**config.mk**
```make
export PLATFORM = sky130hd
export DESIGN_NAME = rbuf_burst_wr
export DESIGN_NICKNAME = d
export VERILOG_FILES = /design/src/rtl/rbw_pkg.sv /design/src/rtl/rbw_ring_ptr.sv /design/src/rtl/rbw_stage_fifo.sv /design/src/rtl/rbuf_burst_wr.sv
export SDC_FILE = /design/constraint.sdc
export NUM_CORES = 1
export LEC_CHECK = 0
export BUFFER_PORTS_ARGS = -buffer_cell sky130_fd_sc_hd__buf_2
export CORE_AREA = 2 2 307 233
export CTS_CLUSTER_SIZE = 28
export DETAILED_ROUTE_END_ITERATION = 10
export DIE_AREA = 0 0 309 235
export HOLD_SLACK_MARGIN = 0.02
export PLACE_DENSITY_LB_ADDON = 0.1
export SYNTH_ARGS = -nofsm -noshare
export SYNTH_HDL_FRONTEND = slang
export SYNTH_SLANG_ARGS = --single-unit
```
**constraint.sdc**
```tcl
create_clock -name clk -period 17.7 [get_ports clk]
set_clock_uncertainty 0.05 [all_clocks]
set_input_delay 0.885 -clock clk [delete_from_list [all_inputs] [get_ports clk]]
set_output_delay 0.885 -clock clk [all_outputs]
set_load 0.01 [all_outputs]
```
**src/rtl/rbw_pkg.sv**
```systemverilog
package rbw_pkg;
    typedef enum logic [1:0] {
        IN_IDLE = 2'd0,
        IN_FILL = 2'd1,
        IN_DROP = 2'd2
    } in_state_t;
endpackage

```
**src/rtl/rbw_ring_ptr.sv**
```systemverilog
module rbw_ring_ptr #(
    parameter int OFF_W = 12
) (
    input  logic             clk,
    input  logic             rst_n,
    input  logic             adv,
    input  logic [OFF_W:0]   size,
    output logic [OFF_W-1:0] off,
    output logic             lap,
    output logic             at_end
);
    logic [OFF_W:0] nxt;

    assign nxt    = {1'b0, off} + (OFF_W+1)'(4);
    assign at_end = (nxt == size);

    always_ff @(posedge clk or negedge rst_n) begin
        if (!rst_n) begin
            off <= '0;
            lap <= 1'b0;
        end else if (adv) begin
            if (at_end) begin
                off <= '0;
                lap <= ~lap;
            end else begin
                off <= nxt[OFF_W-1:0];
            end
        end
    end

    // a wrap sends the offset back to zero and flips the lap bit
    a_r4_wrap_restart: assert property (@(posedge clk) disable iff (!rst_n)
        (adv && at_end) |=> (off == '0) && (lap != $past(lap)));
endmodule

```
**src/rtl/rbw_stage_fifo.sv**
```systemverilog
module rbw_stage_fifo #(
    parameter int W     = 32,
    parameter int DEPTH = 16
) (
    input  logic                       clk,
    input  logic                       rst_n,
    input  logic                       push,
    input  logic [W-1:0]               din,
    input  logic                       pop,
    output logic [W-1:0]               dout,
    output logic [$clog2(DEPTH+1)-1:0] free_cnt
);
    localparam int IW = (DEPTH > 1) ? $clog2(DEPTH) : 1;
    localparam int CW = $clog2(DEPTH+1);

    logic [W-1:0]  mem [DEPTH];
    logic [IW-1:0] wi, ri;
    logic [CW-1:0] cnt;

    function automatic logic [IW-1:0] inc(input logic [IW-1:0] v);
        return (v == IW'(DEPTH-1)) ? '0 : v + 1'b1;
    endfunction

    assign dout     = mem[ri];
    assign free_cnt = CW'(DEPTH) - cnt;

    always_ff @(posedge clk) begin
        if (push) mem[wi] <= din;
    end

    always_ff @(posedge clk or negedge rst_n) begin
        if (!rst_n) begin
            wi  <= '0;
            ri  <= '0;
            cnt <= '0;
        end else begin
            if (push) wi <= inc(wi);
            if (pop)  ri <= inc(ri);
            cnt <= cnt + CW'(push) - CW'(pop);
        end
    end

    a_r7_no_overfill: assert property (@(posedge clk) disable iff (!rst_n)
        push |-> (cnt != CW'(DEPTH)) || pop);
    a_r9_no_underrun: assert property (@(posedge clk) disable iff (!rst_n)
        pop |-> (cnt != '0));
endmodule

```
**src/rtl/rbuf_burst_wr.sv**
```systemverilog
module rbuf_burst_wr
    import rbw_pkg::*;
#(
    parameter int ADDR_W  = 32,
    parameter int OFF_W   = 12,
    parameter int BEATS   = 8,
    parameter int MAX_OUT = 2,
    localparam int LEN_W  = $clog2(BEATS+1)
) (
    input  logic              clk,
    input  logic              rst_n,
    input  logic [ADDR_W-1:0] cfg_base,
    input  logic [OFF_W:0]    cfg_size,
    input  logic [OFF_W:0]    rd_ptr,
    input  logic              frame_start,
    input  logic              frame_end,
    input  logic              in_valid,
    input  logic [31:0]       in_data,
    output logic              cmd_valid,
    input  logic              cmd_ack,
    output logic [ADDR_W-1:0] cmd_addr,
    output logic [LEN_W-1:0]  cmd_len,
    output logic              wr_valid,
    input  logic              wr_ready,
    output logic [31:0]       wr_data,
    output logic              wr_last,
    output logic [OFF_W:0]    wr_ptr,
    output logic              buf_full,
    output logic              loss_irq
);
    localparam int BURST_B = BEATS * 4;
    localparam int FIFO_D  = MAX_OUT * BEATS;
    localparam int FC_W    = $clog2(FIFO_D+1);
    localparam int SLOT_W  = (MAX_OUT > 1) ? $clog2(MAX_OUT) : 1;
    localparam int CNT_W   = $clog2(MAX_OUT+1);

    in_state_t st, st_nx;

    logic [OFF_W-1:0] res_off, com_off, cmd_off;
    logic             res_lap, com_lap, res_end, com_end;
    logic [OFF_W:0]   used, free_b;
    logic [FC_W-1:0]  fifo_free;
    logic [LEN_W-1:0] open_len, len_nx, beat;
    logic [LEN_W-1:0] lens [MAX_OUT];
    logic [SLOT_W-1:0] tq, cq, dq;
    logic [CNT_W-1:0] n_closed, n_cmd;
    logic accept, refuse, close, room, cmd_hs, beat_hs, last_hs;

    function automatic logic [SLOT_W-1:0] slot_inc(input logic [SLOT_W-1:0] v);
        return (v == SLOT_W'(MAX_OUT-1)) ? '0 : v + 1'b1;
    endfunction

    // reserve pointer: one step per accepted word
    rbw_ring_ptr #(.OFF_W(OFF_W)) u_res (
        .clk(clk), .rst_n(rst_n), .adv(accept), .size(cfg_size),
        .off(res_off), .lap(res_lap), .at_end(res_end));

    // committed pointer: one step per written beat
    rbw_ring_ptr #(.OFF_W(OFF_W)) u_com (
        .clk(clk), .rst_n(rst_n), .adv(beat_hs), .size(cfg_size),
        .off(com_off), .lap(com_lap), .at_end(com_end));

    rbw_stage_fifo #(.W(32), .DEPTH(FIFO_D)) u_stage (
        .clk(clk), .rst_n(rst_n), .push(accept), .din(in_data),
        .pop(beat_hs), .dout(wr_data), .free_cnt(fifo_free));

    // free space against the software read pointer
    always_comb begin
        if (res_lap == rd_ptr[OFF_W])
            used = {1'b0, res_off} - {1'b0, rd_ptr[OFF_W-1:0]};
        else
            used = cfg_size - {1'b0, rd_ptr[OFF_W-1:0]} + {1'b0, res_off};
        free_b = cfg_size - used;
    end

    assign buf_full = (free_b < (OFF_W+1)'(BURST_B));
    assign room     = !buf_full && (n_closed < CNT_W'(MAX_OUT))
                      && (fifo_free >= FC_W'(BEATS));

    // state register
    always_ff @(posedge clk or negedge rst_n) begin
        if (!rst_n) st <= IN_IDLE;
        else        st <= st_nx;
    end

    // next state and strobes
    always_comb begin
        accept = 1'b0;
        refuse = 1'b0;
        st_nx  = st;
        unique case (st)
            IN_IDLE: begin
                if (in_valid) begin
                    if (room) accept = 1'b1;
                    else      refuse = 1'b1;
                end
            end
            IN_FILL: accept = in_valid;
            IN_DROP: if (frame_start) st_nx = IN_IDLE;
            default: st_nx = IN_IDLE;
        endcase
        len_nx = open_len + LEN_W'(accept);
        close  = (st != IN_DROP) &&
                 ((accept && (len_nx == LEN_W'(BEATS) || res_end)) ||
                  (frame_end && len_nx != '0));
        if (refuse)                 st_nx = IN_DROP;
        else if (st != IN_DROP)     st_nx = (close || len_nx == '0) ? IN_IDLE : IN_FILL;
    end

    // command and data channels
    assign cmd_valid = (n_closed != n_cmd) && (n_cmd < CNT_W'(MAX_OUT));
    assign cmd_len   = lens[cq];
    assign cmd_addr  = cfg_base + ADDR_W'(cmd_off);
    assign cmd_hs    = cmd_valid && cmd_ack;
    assign wr_valid  = (n_cmd != '0);
    assign wr_last   = (beat == lens[dq] - 1'b1);
    assign beat_hs   = wr_valid && wr_ready;
    assign last_hs   = beat_hs && wr_last;
    assign wr_ptr    = {com_lap, com_off};

    logic [OFF_W:0] cmd_nx;
    assign cmd_nx = {1'b0, cmd_off} + (OFF_W+1)'({cmd_len, 2'b00});

    always_ff @(posedge clk or negedge rst_n) begin
        if (!rst_n) begin
            open_len <= '0;
            tq       <= '0;
            cq       <= '0;
            dq       <= '0;
            n_closed <= '0;
            n_cmd    <= '0;
            beat     <= '0;
            cmd_off  <= '0;
            loss_irq <= 1'b0;
            for (int i = 0; i < MAX_OUT; i++) lens[i] <= '0;
        end else begin
            loss_irq <= refuse;
            open_len <= close ? '0 : len_nx;
            if (close) begin
                lens[tq] <= len_nx;
                tq       <= slot_inc(tq);
            end
            if (cmd_hs) begin
                cq      <= slot_inc(cq);
                cmd_off <= (cmd_nx == cfg_size) ? '0 : cmd_nx[OFF_W-1:0];
            end
            if (beat_hs) begin
                if (wr_last) begin
                    beat <= '0;
                    dq   <= slot_inc(dq);
                end else begin
                    beat <= beat + 1'b1;
                end
            end
            n_closed <= n_closed + CNT_W'(close) - CNT_W'(last_hs);
            n_cmd    <= n_cmd + CNT_W'(cmd_hs) - CNT_W'(last_hs);
        end
    end

    a_r5_out_limit: assert property (@(posedge clk) disable iff (!rst_n)
        n_cmd <= CNT_W'(MAX_OUT));
    a_r2_len_range: assert property (@(posedge clk) disable iff (!rst_n)
        cmd_valid |-> (cmd_len != '0) && (cmd_len <= LEN_W'(BEATS)));
    a_r2_cmd_hold: assert property (@(posedge clk) disable iff (!rst_n)
        (cmd_valid && !cmd_ack) |=> cmd_valid && $stable(cmd_addr) && $stable(cmd_len));
    a_r4_no_cross: assert property (@(posedge clk) disable iff (!rst_n)
        cmd_valid |-> (cmd_nx <= cfg_size));
    a_r7_loss_pulse: assert property (@(posedge clk) disable iff (!rst_n)
        loss_irq |=> !loss_irq);
    a_r8_drop_blocks: assert property (@(posedge clk) disable iff (!rst_n)
        (st == IN_DROP) |-> !accept);
endmodule

```
; ---- After elaboration in Yosys (flattened, before gate mapping)
; Memory sizes are Yosys's and may differ from the RTL's.
; Cells that the tools add are included.
[word_totals]
register_bits = 77
mem_bits_rw = 512
word_cells = 126
mem_count = 1
[mem_list]
columns = memory, depth, width, read_ports, rd_clocked_by_memory_dff, write_ports, line
row1 = u_stage.mem, 16, 32, 1, 0, 1, rbw_stage_fifo.sv:16  ; logic [W-1:0] mem [DEPTH];
[classes]
n_addsub = 23
magnitude_cmp = 8
eq_ne = 14
n_mux = 33
bitwise = 5
n_reduce_logical = 23
[ops]
columns = cell, count
row1 = 4-bit 2-to-1 mux, 11
row2 = 13-bit equality test, 3
row3 = 12-bit 2-to-1 mux, 3
row4 = 32-bit by 12-bit adder with 32-bit output, 1
row5 = "12-bit by 3-bit adder with 13-bit output, second input constant", 2
row6 = 12-bit by 6-bit adder with 13-bit output, 1
row7 = 13-bit by 12-bit adder with 13-bit output, 1
row8 = "13-bit by 6-bit < comparator with 1-bit output, second input constant", 1
row9 = 13-bit 2-to-1 mux, 1
row10 = 12-bit by 12-bit subtractor with 13-bit output, 1
row11 = 13-bit by 12-bit subtractor with 13-bit output, 1
row12 = 13-bit subtractor, 1
row13 = "4-bit by 1-bit adder with 4-bit output, second input constant", 3
row14 = "4-bit equality test, second input constant", 3
row15 = 1-bit 2-to-1 mux, 11
row16 = 1-bit logical AND, 10
row17 = 8-bit bitwise mux, 1
row18 = 2-bit AND reduction, 4
row19 = "2-bit greater-or-equal comparator, second input constant", 3
row20 = 2-bit 2-to-1 mux, 3
row21 = 1-bit inverter with 2-bit output, 3
row22 = 5-bit by 1-bit adder with 5-bit output, 1
row23 = "5-bit by 4-bit greater-or-equal comparator with 1-bit output, second input constant", 1
row24 = 5-bit by 1-bit subtractor with 5-bit output, 1
row25 = other kinds (27), 35

; ---- Longest topological paths before layout
; Gate-level depths: netlist of the first run.
[logic_depth]
depth_word = 21
mapped_depth = 36
mapped_depth_nobuf = 34

; ---- By module
; A second synthesis of the first run with hierarchy kept.
[unflattened]
cells_unflattened = 1723
area_unflattened_um2 = 26898.3
[by_module_without_submodules]
columns = module, instances, cells_per_inst, area_each_um2
row1 = rbw_stage_fifo, 1, 886, 20034.2
row2 = rbuf_burst_wr, 1, 601, 4927.2
row3 = rbw_ring_ptr, 2, 118, 968.4

; ---- Worst setup path before layout of the first run
; OpenSTA, ideal clock, no wires.
[synth_path]
path_kind = input to register
startpoint = input port cfg_size[2]
endpoint = memory u_stage.mem[4][0] (enable)
setup_ps = 461
arrival_ps = 6699
setup_slack_ps = 10490
path_stages = 22
path_buffers = 0
cell_sequence = inv_1 fa_1 inv_1 ha_1 a21oi_1 o21bai_1 a21oi_1 nor2b_1 o21ai_0 nor2b_1 xnor2_1 a21oi_1 ha_1 a21oi_1 nand2_1 a31o_2 a31oi_1 a211o_1 a21oi_1 a21oi_1 nand2_1 nor3_1
[synth_between]
elab_chain_len = 13
[synth_lines]
columns = item, line
row1 = "start, declared", rbuf_burst_wr.sv:13  ; input logic [OFF_W:0] cfg_size,
row2 = 13-bit by 12-bit subtractor with 13-bit output, rbuf_burst_wr.sv:72  ; used = cfg_size - {1'b0, rd_ptr[OFF_W-1:0]} + {1'b0, res_off};
row3 = 13-bit by 12-bit adder with 13-bit output, rbuf_burst_wr.sv:72
row4 = 13-bit 2-to-1 mux, rbuf_burst_wr.sv:69  ; if (res_lap == rd_ptr[OFF_W])
row5 = 13-bit subtractor *, rbuf_burst_wr.sv:73  ; free_b = cfg_size - used;
row6 = 13-bit by 6-bit < comparator with 1-bit output *, rbuf_burst_wr.sv:76  ; assign buf_full = (free_b < (OFF_W+1)'(BURST_B));
row7 = 1-bit logical NOT *, rbuf_burst_wr.sv:77  ; assign room = !buf_full && (n_closed < CNT_W'(MAX_OUT))
row8 = 1-bit logical AND *, rbuf_burst_wr.sv:77
row9 = 1-bit logical AND *, rbuf_burst_wr.sv:78  ; && (fifo_free >= FC_W'(BEATS));
row10 = 1-bit 2-to-1 mux *, rbuf_burst_wr.sv:94  ; if (room) accept = 1'b1;
row11 = 1-bit 2-to-1 mux *, rbuf_burst_wr.sv:93  ; if (in_valid) begin
row12 = 1-bit one-hot mux with 2 select lines *, rbuf_burst_wr.sv:91  ; unique case (st)
row13 = 1-bit 2-to-1 mux *, rbw_stage_fifo.sv:28  ; if (push) mem[wi] <= din;
row14 = 1-bit 2-to-1 mux (implied by the code) *, rbw_stage_fifo.sv:28
row15 = "end, declared", rbw_stage_fifo.sv:16
; Mark *: on every way between the ends. The rest lies on a longest branch, timed or not.

; ---- Final worst setup path of the first run
[layout_path]
startpoint = register u_res.off[2]
endpoint = register n_closed[1]
[layout_between]
elab_chain_len = 18
[layout_lines]
columns = item, line
row1 = "start, declared", rbw_ring_ptr.sv:8  ; output logic [OFF_W-1:0] off,
row2 = "start signal, assigned", rbw_ring_ptr.sv:26  ; off <= nxt[OFF_W-1:0];
row3 = 13-bit by 12-bit adder with 13-bit output or 12-bit by 12-bit subtractor with 13-bit output (tied branches), "rbuf_burst_wr.sv:72, rbuf_burst_wr.sv:70"
row4 = 13-bit 2-to-1 mux, rbuf_burst_wr.sv:69
row5 = 13-bit subtractor, rbuf_burst_wr.sv:73
row6 = 13-bit by 6-bit < comparator with 1-bit output, rbuf_burst_wr.sv:76
row7 = 1-bit logical NOT, rbuf_burst_wr.sv:77
row8 = 1-bit logical AND, rbuf_burst_wr.sv:77
row9 = 1-bit logical AND, rbuf_burst_wr.sv:78
row10 = 1-bit 2-to-1 mux, rbuf_burst_wr.sv:94
row11 = [... 2 more ...], -
row12 = 4-bit by 1-bit adder with 4-bit output, rbuf_burst_wr.sv:102  ; len_nx = open_len + LEN_W'(accept);
row13 = 4-bit equality test, rbuf_burst_wr.sv:104  ; ((accept && (len_nx == LEN_W'(BEATS) || res_end)) ||
row14 = 1-bit logical OR, rbuf_burst_wr.sv:104
row15 = 1-bit logical AND, rbuf_burst_wr.sv:104
row16 = 1-bit logical OR *, rbuf_burst_wr.sv:104
row17 = 1-bit logical AND *, rbuf_burst_wr.sv:103  ; close = (st != IN_DROP) &&
row18 = 2-bit by 1-bit adder with 2-bit output *, rbuf_burst_wr.sv:155  ; n_closed <= n_closed + CNT_W'(close) - CNT_W'(last_hs);
row19 = 2-bit by 1-bit subtractor with 2-bit output *, rbuf_burst_wr.sv:155
row20 = "end signal, assigned", rbuf_burst_wr.sv:155
row21 = "end, declared", rbuf_burst_wr.sv:46  ; logic [CNT_W-1:0] n_closed, n_cmd;
; Marked as above.
; A chain may end at the register's enable or synchronous reset.

==> run summary, run 1 <==
P_leak = 10.7 nW
Slew HR = 22.7%
Worst-Margin Slew = 1.16 ns
Worst EP required = 18.20 ns
Non-Filler Instances = 3039
startpoint types = flip-flop
CP max stage delay = 0.59 ns
total number of vias = 16.0k
Layout Nets = 2230
Die Wd = 309 um
kind of critical path = reg -> reg
YS warnings = 0
# DRC = 0
TritonRoute pass-1 iters = 6
Routed Antenna Nets = 0
layout cells sized above 1 = 19.8%
worst-case clock buffer depth = 3
sequential fraction of the synthesis area = 63.7%
Hold Crit Class = in -> async
Slew Viols, Final = 0
RSZ-0062 raised after global routing = no
Initial DRC Count = 1308
clock sink count = 583
final setup vio count = 0
Tot Pwr = 2.80 mW
n_diodes = 0
clk root buf = clkbuf_16
grt ovf = 0
Setup Fix Bufs, Post-CTS = 0
Row Count = 84
hold buffers post-CTS = 0
DR vias/cell = 5.28
CTS-repair resized insts = 0
initial core utilization = 38.7%
Placer Congestion = 0.847
Period Utilization, post-route = 43.1%
minimum hold slack = 0.0948 ns
syn avg cell area = 14.4 sq um
first-pass GRT wire length = 103000 um
CTS tree = yes
H-tree levels = 2
crit-path max FO = 25
Port Buffer Count = 176
Total GRT Usage = 18.7%
Clock Pin Slew Worst Setup and Hold Paths = 0.06 ns
Arr. time, crit path = 8.13 ns
Post-synth top flop = edfxtp_1
WL per Instance = 22.3 um
synthesized cell area = 0.0269 sq mm
most used cell, CP = ha_1
CP max stage cell = a2111oi_2
core area = 0.0696 sq mm
max-cap viol count = 0
Syn-to-layout area delta = 14.1%
run status = completed
Final Hold Fails = 0
Die Y-Extent = 235 um
flops & latches, synth = 583
Post-synth EDFFs = 512
Placed Cells = 2934
full die area = 0.0726 sq mm
drt total wl = 67800 um
CTS Buf Count = 58
Synth Instances = 1869
final worst path period need = 7.63 ns
Max Clk Rate = 0.131 GHz
PD cells = 91.2 mW/mm^2
num ports = 183
initial antenna violation count = 6
Setup crit end kind = flip-flop
Synth cell types = 70
DP HPWL = 39600 um
number of global-route vias before repair = 16.1k
ys async rst share = 12.2%
clk_lat worst skew = 0.63 ns
maximum VDD drop = 84.9 uV
largest net degree at the start of global routing = 65
setup_tns = 0 ns
-- flip-flops by register name (all words and copies together), names as in the netlist, 2 cells and up --
name         cells
u_stage.mem    512
cmd_off         10
u_com.off       10
u_res.off       10
lens             8
u_stage.cnt      5
beat             4
open_len         4
u_stage.ri       4
u_stage.wi       4
n_closed         2
n_cmd            2
st               2
-- cell usage after synthesis, types with 9 or more instances --
library cell | n | share of area (%)
a21o_1 | 12 | 0.33
a21oi_1 | 83 | 1.5
a221oi_1 | 32 | 1.0
a22oi_1 | 32 | 0.89
a31oi_1 | 12 | 0.28
and2_1 | 18 | 0.42
and3_1 | 15 | 0.35
buf_1 | 17 | 0.24
clkbuf_1 | 62 | 0.86
dfrtp_1 | 71 | 6.6
edfxtp_1 | 512 | 57
fa_1 | 13 | 0.97
ha_1 | 72 | 3.3
inv_1 | 88 | 1.2
mux2_1 | 9 | 0.38
mux2_2 | 30 | 1.3
mux2i_1 | 112 | 4.2
mux4_2 | 64 | 5.4
nand2_1 | 120 | 1.7
nand2b_1 | 16 | 0.37
nand3_1 | 28 | 0.52
nand4_1 | 13 | 0.30
nor2_1 | 54 | 0.75
nor2b_1 | 16 | 0.37
nor3_1 | 27 | 0.50
o21ai_0 | 107 | 2.0
o21ai_1 | 14 | 0.26
o2bb2ai_1 | 10 | 0.33
o31ai_1 | 10 | 0.28
xnor2_1 | 82 | 2.7
xor2_1 | 31 | 1.0
-- layout make-up --
cell class | count | area (sq um)
clock buffers | 72 | 1520
fillers | 6276 | 38800
multi-input cells | 1111 | 9170
clock inverters | 33 | 256
flip-flops and latches | 583 | 17200
inverters | 89 | 334
repair buffers | 205 | 1100
well taps | 946 | 1180
-- critical path, delay by kind of cell, from the launching register on --
family | cells | cell delay, ns
DFF | 1 | 0.52
AOI/OAI and AO/OA | 12 | 2.80
buffers and inverters | 4 | 0.50
xor gates and xnor gates | 4 | 0.58
adders and majority gates | 7 | 1.99
and+or+nand+nor | 6 | 1.14
-- where the power goes --
part | internal, mW | switching (mW)
sequential | 1.50 | 0.000456
clock | 0.641 | 0.525
combinational | 0.0536 | 0.0857
-- kinds of logic (layout without fill, tap and decap cells) --
kind of cell    Yosys count  in the layout  share of synthesized area [%]
compound gates          356            356                           8.35
xor+xnor                114            114                           3.74
fa+ha+maj                85             85                           4.31
buf+inv                 176            399                           2.54
flops                   583            583                           63.7
mux                     215            215                           11.1
other cells               1              2                         0.0139
simple gates            339            339                           6.22
-- metrics by stage --
stage	area, sq um	setup WS [ns]	util [%]
4_1_cts	30700	10.04	44.2
5_1_grt	30700	9.45	44.2
6_report	30700	10.07	44.2
3_5_place_dp	29000	9.60	41.6
3_3_place_gp	29000	9.79	41.6
2_1_floorplan	26900	10.49	-
-- final timing paths --
check	depth (start not counted)	end	slack, ns	from
hold reg to reg	1	u_com.lap	0.43	u_com.lap
max in group asynchronous	2	u_stage.ri[0]	16.39	rst_n
setup reg to reg	33	n_closed[1]	10.07	u_res.off[2]
min in group clk	2	st[0]	0.41	frame_end
setup / recovery	33	n_closed[1]	10.07	u_res.off[2]
hold / removal	1	u_res.lap	0.09	rst_n
-- routing by layer --
metal | vias up | track usage, % | wire length, um
li1 | 7499 | - | -
met1 | 8098 | 28.0 | 32700
met2 | 332 | 28.5 | 30400
met3 | 97 | 3.16 | 3290
met4 | 6 | 4.25 | 1350
met5 | - | 0 | 36
-- layout by cell type (no fill, tap or decap), drive strengths merged, types with 12 or more instances in the layout --
| master | n |
|---|---|
| nand4 | 13 |
| a22oi | 32 |
| edfxtp | 512 |
| a21o | 12 |
| nor2b | 16 |
| ha | 72 |
| nor2 | 54 |
| o21ai | 121 |
| xor2 | 31 |
| mux2 | 39 |
| xnor2 | 83 |
| fa | 13 |
| buf | 205 |
| mux4 | 64 |
| nor3 | 28 |
| clkinv | 27 |
| a31oi | 12 |
| mux2i | 112 |
| and2 | 18 |
| dfrtp | 71 |
| a221oi | 32 |
| nand3 | 29 |
| a21oi | 84 |
| inv | 92 |
| and3 | 15 |
| nand2 | 120 |
| clkbuf | 72 |
| nand2b | 16 |
Note: power is estimated with default switching activity, not from simulation.
==> run 2, diff against run 1 <==
Clock period 17.7 ns to 6.7 ns, I/O delays scaled along.
==> run 2 against run 1 <==
  * Hold slack worse by 0.038 ns
  * Sequential power rose to 2.6 times the previous value
  * First-iteration DRC count decreased by 16%
==> run summary, run 2 (synthesized netlist as in run 1, its figures left out) <==
Die Y-Extent = 235 um (unchanged)
Tot Pwr = 7.77 mW (was 2.80 mW)
largest net degree at the start of global routing = 123 (was 65)
Routed Antenna Nets = 0 (unchanged)
routing usage on met1 = 28.9% (was 28.0%)
CP max stage delay = 0.49 ns (was 0.59 ns)
max-cap viol count = 0 (unchanged)
Hold Crit Class = in -> reg (was in -> async)
most used cell, CP = ha_1 (unchanged)
Hold Path Cell Cnt = 1
DR vias/cell = 5.25 (was 5.28)
Critical Path Start = u_res.off[3] (was u_res.off[2])
num ports = 183 (unchanged)
full die area = 0.0726 sq mm (unchanged)
DP HPWL = 42600 um (was 39600 um)
initial core utilization = 38.7% (unchanged)
Setup crit end kind = flip-flop (unchanged)
Row Count = 84 (unchanged)
DP Worst Slack = -0.0822 ns (was 9.60 ns)
Worst EP required = 7.17 ns (was 18.20 ns)
CTS tree = yes (unchanged)
kind of critical path = reg -> reg (unchanged)
Initial DRC Count = 1093 (was 1308)
H-tree levels = 2 (unchanged)
Layout Nets = 2288 (was 2230)
initial antenna violation count = 2 (was 6)
run status = completed (unchanged)
met2 Use GR = 28.7% (was 28.5%)
met3 usage = 2.31% (was 3.16%)
number of global-route vias before repair = 16.3k (was 16.1k)
CP max stage cell = fa_1 (was a2111oi_2)
clk_lat worst skew = 0.62 ns (was 0.63 ns)
clock sink count = 583 (unchanged)
total number of vias = 16.3k (was 16.0k)
R2R depth = 32 (was 33)
minimum hold slack = 0.0571 ns (was 0.0948 ns)
crit-path max FO = 5 (was 25)
Reg2Reg Setup Slack = 0.32 ns (was 10.07 ns)
Slew Viols, Final = 0 (unchanged)
maximum VDD drop = 202 uV (was 84.9 uV)
Slew HR = 19.5% (was 22.7%)
Crit Reg-Reg Endpoint = n_closed[1] (unchanged)
final core utilization = 45.5% (was 44.2%)
post-route setup slack = 0.324 ns (was 10.07 ns)
final worst path period need = 6.38 ns (was 7.63 ns)
Die Wd = 309 um (unchanged)
WL per Instance = 22.1 um (was 22.3 um)
grt ovf = 0 (unchanged)
fill count = 6276 (unchanged)
final setup vio count = 0 (unchanged)
largest register by flop count = u_stage.mem (unchanged)
Final Hold Fails = 0 (unchanged)
Placer Congestion = 0.810 (was 0.847)
FF-to-FF Start = u_res.off[3] (was u_res.off[2])
P_leak = 11.1 nW (was 10.7 nW)
Period Utilization, post-route = 95.2% (was 43.1%)
Worst-Margin Slew = 1.21 ns (was 1.16 ns)
most frequent cells in the layout = edfxtp_1, buf_2, nand2_1, mux2i_1, o21ai_0 (unchanged)
Total GRT Usage = 18.8% (was 18.7%)
layout cells sized above 1 = 22.3% (was 19.8%)
TritonRoute pass-1 iters = 5 (was 6)
Critical Path Sink = n_closed[1] (unchanged)
PD cells = 246 mW/mm^2 (was 91.2 mW/mm^2)
drt total wl = 68500 um (was 67800 um)
clk root buf = clkbuf_16 (unchanged)
worst-case clock buffer depth = 3 (unchanged)
startpoint types = flip-flop (unchanged)
most common cell after layout, fill and taps aside = edfxtp_1 (unchanged)
CTS Buf Count = 59 (was 58)
number of flip-flops in the largest register = 512 (unchanged)
Syn-to-layout area delta = 17.5% (was 14.1%)
first-pass GRT wire length = 103000 um (about the same)
Port Buffer Count = 176 (unchanged)
core area = 0.0696 sq mm (unchanged)
Arr. time, crit path = 6.85 ns (was 8.13 ns)
setup_tns = 0 ns (unchanged)
Clock Pin Slew Worst Setup and Hold Paths = 0.06 ns (about the same)
# DRC = 0 (unchanged)
grt peak-use layer = met1 (was met2)
Max Clk Rate = 0.157 GHz (was 0.131 GHz)
## run 2: repair_timing
item,CTS,global route
buffers inserted,0,9
setup endpoints to repair,0,15
hold buffers,19,0
gates resized for setup,0,23
endpoints found under the hold margin,206,0
## run 2: per-stage QoR
step | cell area [sq um] | instances
finish | 31600 | 3103
global route | 31600 | 3102
CTS | 31500 | 3093
detailed placement | 29300 | 2963
global placement | 29300 | 2963
floorplan | 26900 | 1870
## run 2: worst max-delay path: cells and delay by family (launching register included)
family	cells	cell delay, ns
adder cells (fa/ha/maj)	7	2.04
flip-flops	1	0.40
XOR/XNOR	3	0.42
AO/OA/AOI/OAI	13	2.12
AND/OR/NAND/NOR	5	0.94
buffers and inverters	4	0.32
## run 2: power by group
group	switching, mW	total [mW]	internal, mW
Sequential	0.00124	3.95	3.95
Combinational	0.251	0.424	0.173
Clock	1.43	3.40	1.97
Total	1.68	7.77	6.09
## run 2: worst min path at each step
stage / start / endpoint / slack (ns)
finish: in_data[8] / u_stage.mem[4][8] / 0.06
global route: in_data[8] / u_stage.mem[12][8] / 0.04
detailed placement: u_com.lap / u_com.lap / 0.41
floorplan: rst_n / beat[0] / -0.01
global placement: u_com.lap / u_com.lap / 0.41
CTS: in_data[28] / u_stage.mem[10][28] / 0.02
## run 2: final cells by class
type | instances | area [sq um] | share of cell area [%]
inverters | 89 | 334 | 1.06
well taps | 946 | 1180 | 3.74
clock inverters | 50 | 517 | 1.63
flip-flops and latches | 583 | 17200 | 54.2
clock buffers | 61 | 1480 | 4.69
diodes | 1 | 2.50 | 0.00791
repair buffers | 262 | 1690 | 5.34
multi-input cells | 1111 | 9270 | 29.3
## run 2: per-layer routing
metal	vias to the layer above	routed length [um]
li1	7619	-
met1	8247	33600
met2	352	30600
met3	77	3090
met4	2	1170
met5	-	13
==> run 3, diff against run 2 <==
Settings changed: PLACE_DENSITY from default to 0.62, PLACE_DENSITY_LB_ADDON 0.1 to default.
==> run 3 against run 2 <==
  * Maximum frequency is 0.16% higher
  * Combinational power down 4.7%
  * Worst setup slack better by 0.010 ns
  * Utilization fell by 0.35 points
  * Cell area fell by 0.76%
  * Non-clock buffer count decreased by 6
  * Register-to-register slack barely moved
  * Sequential power about the same
  * Critical path type unchanged
==> run summary, run 3 (synthesized netlist as in run 1, its figures left out) <==
run status = completed (unchanged)
DR vias/cell = 5.35 (was 5.25)
kind of critical path = reg -> reg (unchanged)
FF-to-FF Start = u_res.off[2] (was u_res.off[3])
Row Count = 84 (unchanged)
n_diodes = 0 (was 1)
TritonRoute pass-1 iters = 5 (unchanged)
DP HPWL = 40000 um (was 42600 um)
max-cap viol count = 0 (unchanged)
clk root buf = clkbuf_16 (unchanged)
CP max stage delay = 0.43 ns (was 0.49 ns)
Tot Pwr = 7.47 mW (was 7.77 mW)
initial antenna violation count = 4 (was 2)
CTS Buf Count = 59 (unchanged)
number of global-route vias before repair = 16.2k (was 16.3k)
Worst-Margin Slew = 1.04 ns (was 1.21 ns)
maximum VDD drop = 179 uV (was 202 uV)
number of flip-flops in the largest register = 512 (unchanged)
Arr. time, crit path = 6.85 ns (about the same)
Port Buffer Count = 176 (unchanged)
worst-case clock buffer depth = 3 (unchanged)
Period Utilization, post-route = 95.0% (was 95.2%)
clk_lat worst skew = 0.61 ns (was 0.62 ns)
Worst EP required = 7.18 ns (was 7.17 ns)
full die area = 0.0726 sq mm (unchanged)
Final Hold Fails = 0 (unchanged)
Die Y-Extent = 235 um (unchanged)
most common cell after layout, fill and taps aside = edfxtp_1 (unchanged)
drt total wl = 65200 um (was 68500 um)
largest net degree at the start of global routing = 129 (was 123)
Total GRT Usage = 17.7% (was 18.8%)
Layout Nets = 2282 (was 2288)
Critical Path Sink = n_closed[1] (unchanged)
num ports = 183 (unchanged)
# DRC = 0 (unchanged)
WL per Instance = 21.1 um (was 22.1 um)
Crit Reg-Reg Endpoint = n_closed[1] (unchanged)
layout cells sized above 1 = 22.0% (was 22.3%)
Die Wd = 309 um (unchanged)
Placer Congestion = 0.835 (was 0.810)
startpoint types = flip-flop (unchanged)
CTS tree = yes (unchanged)
CP delay by family, top = compound AO/OA/AOI/OAI gates (unchanged)
core area = 0.0696 sq mm (unchanged)
Crit path depth = 33 (was 32)
final setup vio count = 0 (unchanged)
minimum hold slack = 0.0494 ns (was 0.0571 ns)
most frequent cells in the layout = edfxtp_1, buf_2, nand2_1, mux2i_1, o21ai_0 (unchanged)
Routed Antenna Nets = 0 (unchanged)
clock sink count = 583 (unchanged)
CP max stage cell = a2111oi_4 (was fa_1)
Hold Crit Class = in -> reg (unchanged)
R2R depth = 33 (was 32)
initial core utilization = 38.7% (unchanged)
Clock Pin Slew Worst Setup and Hold Paths = 0.07 ns (was 0.06 ns)
Syn-to-layout area delta = 16.6% (was 17.5%)
Initial DRC Count = 1461 (was 1093)
P_leak = 11.0 nW (was 11.1 nW)
final worst path period need = 6.37 ns (was 6.38 ns)
crit-path max FO = 5 (unchanged)
Critical Path Start = u_res.off[2] (was u_res.off[3])
largest register by flop count = u_stage.mem (unchanged)
total number of vias = 16.5k (was 16.3k)
Setup crit end kind = flip-flop (unchanged)
total buffers and inverters traversed by the critical path = 3 (was 4)
Reg2Reg Setup Slack = 0.33 ns (was 0.32 ns)
Slew HR = 30.4% (was 19.5%)
grt ovf = 0 (unchanged)
H-tree levels = 2 (unchanged)
Slew Viols, Final = 0 (unchanged)
first-pass GRT wire length = 98700 um (was 103000 um)
Max Clk Rate = 0.157 GHz (about the same)
PD cells = 238 mW/mm^2 (was 246 mW/mm^2)
-- run 3: changes by cell type in the layout (fill, tap and decap cells not counted), moves of 3 or more --
cell       previous run  this run
o21ai_1              18        14
buf_4                59        55
bufinv_16             9         2
clkinv_2              8        17
clkbuf_1              2         9
clkinv_1             18         7
o21ai_0             102       106
clkinv_4              4         1
-- run 3: timing repair --
| action | CTS | global route |
|---|---|---|
| hold buffers | 18 | 0 |
| setup endpoints to repair | 1 | 15 |
| setup buffers | 0 | 6 |
| endpoints found under the hold margin | 150 | 0 |
| gates resized for setup | 1 | 16 |
| pin swaps | 0 | 10 |
-- run 3: report_power, final --
group | switching, mW | total (mW) | internal (mW)
Clock | 1.40 | 3.11 | 1.71
Sequential | 0.00177 | 3.95 | 3.95
Combinational | 0.240 | 0.404 | 0.164
-- run 3: worst min-delay path by stage --
stage / startpoint / end / slack (ns) / cells after the start
floorplan: rst_n / beat[0] / -0.01 / 0
global placement: rst_n / u_res.lap / 0.15 / 1
detailed placement: rst_n / u_res.lap / 0.15 / 1
CTS: rst_n / u_res.lap / 0.02 / 2
global route: in_data[6] / u_stage.mem[9][6] / 0.02 / 1
finish: in_data[9] / u_stage.mem[1][9] / 0.05 / 1
-- run 3: area by class of cell --
cell class	instances	area [sq um]
flip-flops and latches	583	17200
repair buffers	256	1630
clock inverters	36	298
multi-input cells	1111	9270
fillers	6164	38200
inverters	89	334
well taps	946	1180
clock buffers	69	1520
-- run 3: routing by layer --
layer / track usage [%] / share of wire, % / vias to the layer above
met1: 26.6 / 47 / 8401
met5: 0 / 0.046 / -
met3: 2.62 / 5.1 / 70
li1: - / - / 7606
met4: 3.68 / 1.6 / 4
met2: 27.3 / 46 / 436
-- run 3: stage by stage --
| step | std cells | setup slack [ns] | util (%) | TNS [ns] | area, sq um |
|---|---|---|---|---|---|
| after floorplan | 1870 | -0.0478 | - | -6.12 | 26900 |
| after global placement | 2961 | -0.0226 | 42.0 | -0.0226 | 29300 |
| after detailed placement | 2961 | -0.216 | 42.0 | -0.554 | 29300 |
| after CTS | 3084 | 0.00607 | 44.9 | 0 | 31300 |
| after global routing | 3090 | -0.0550 | 45.1 | -0.0550 | 31400 |
| final | 3090 | 0.334 | 45.1 | 0 | 31400 |
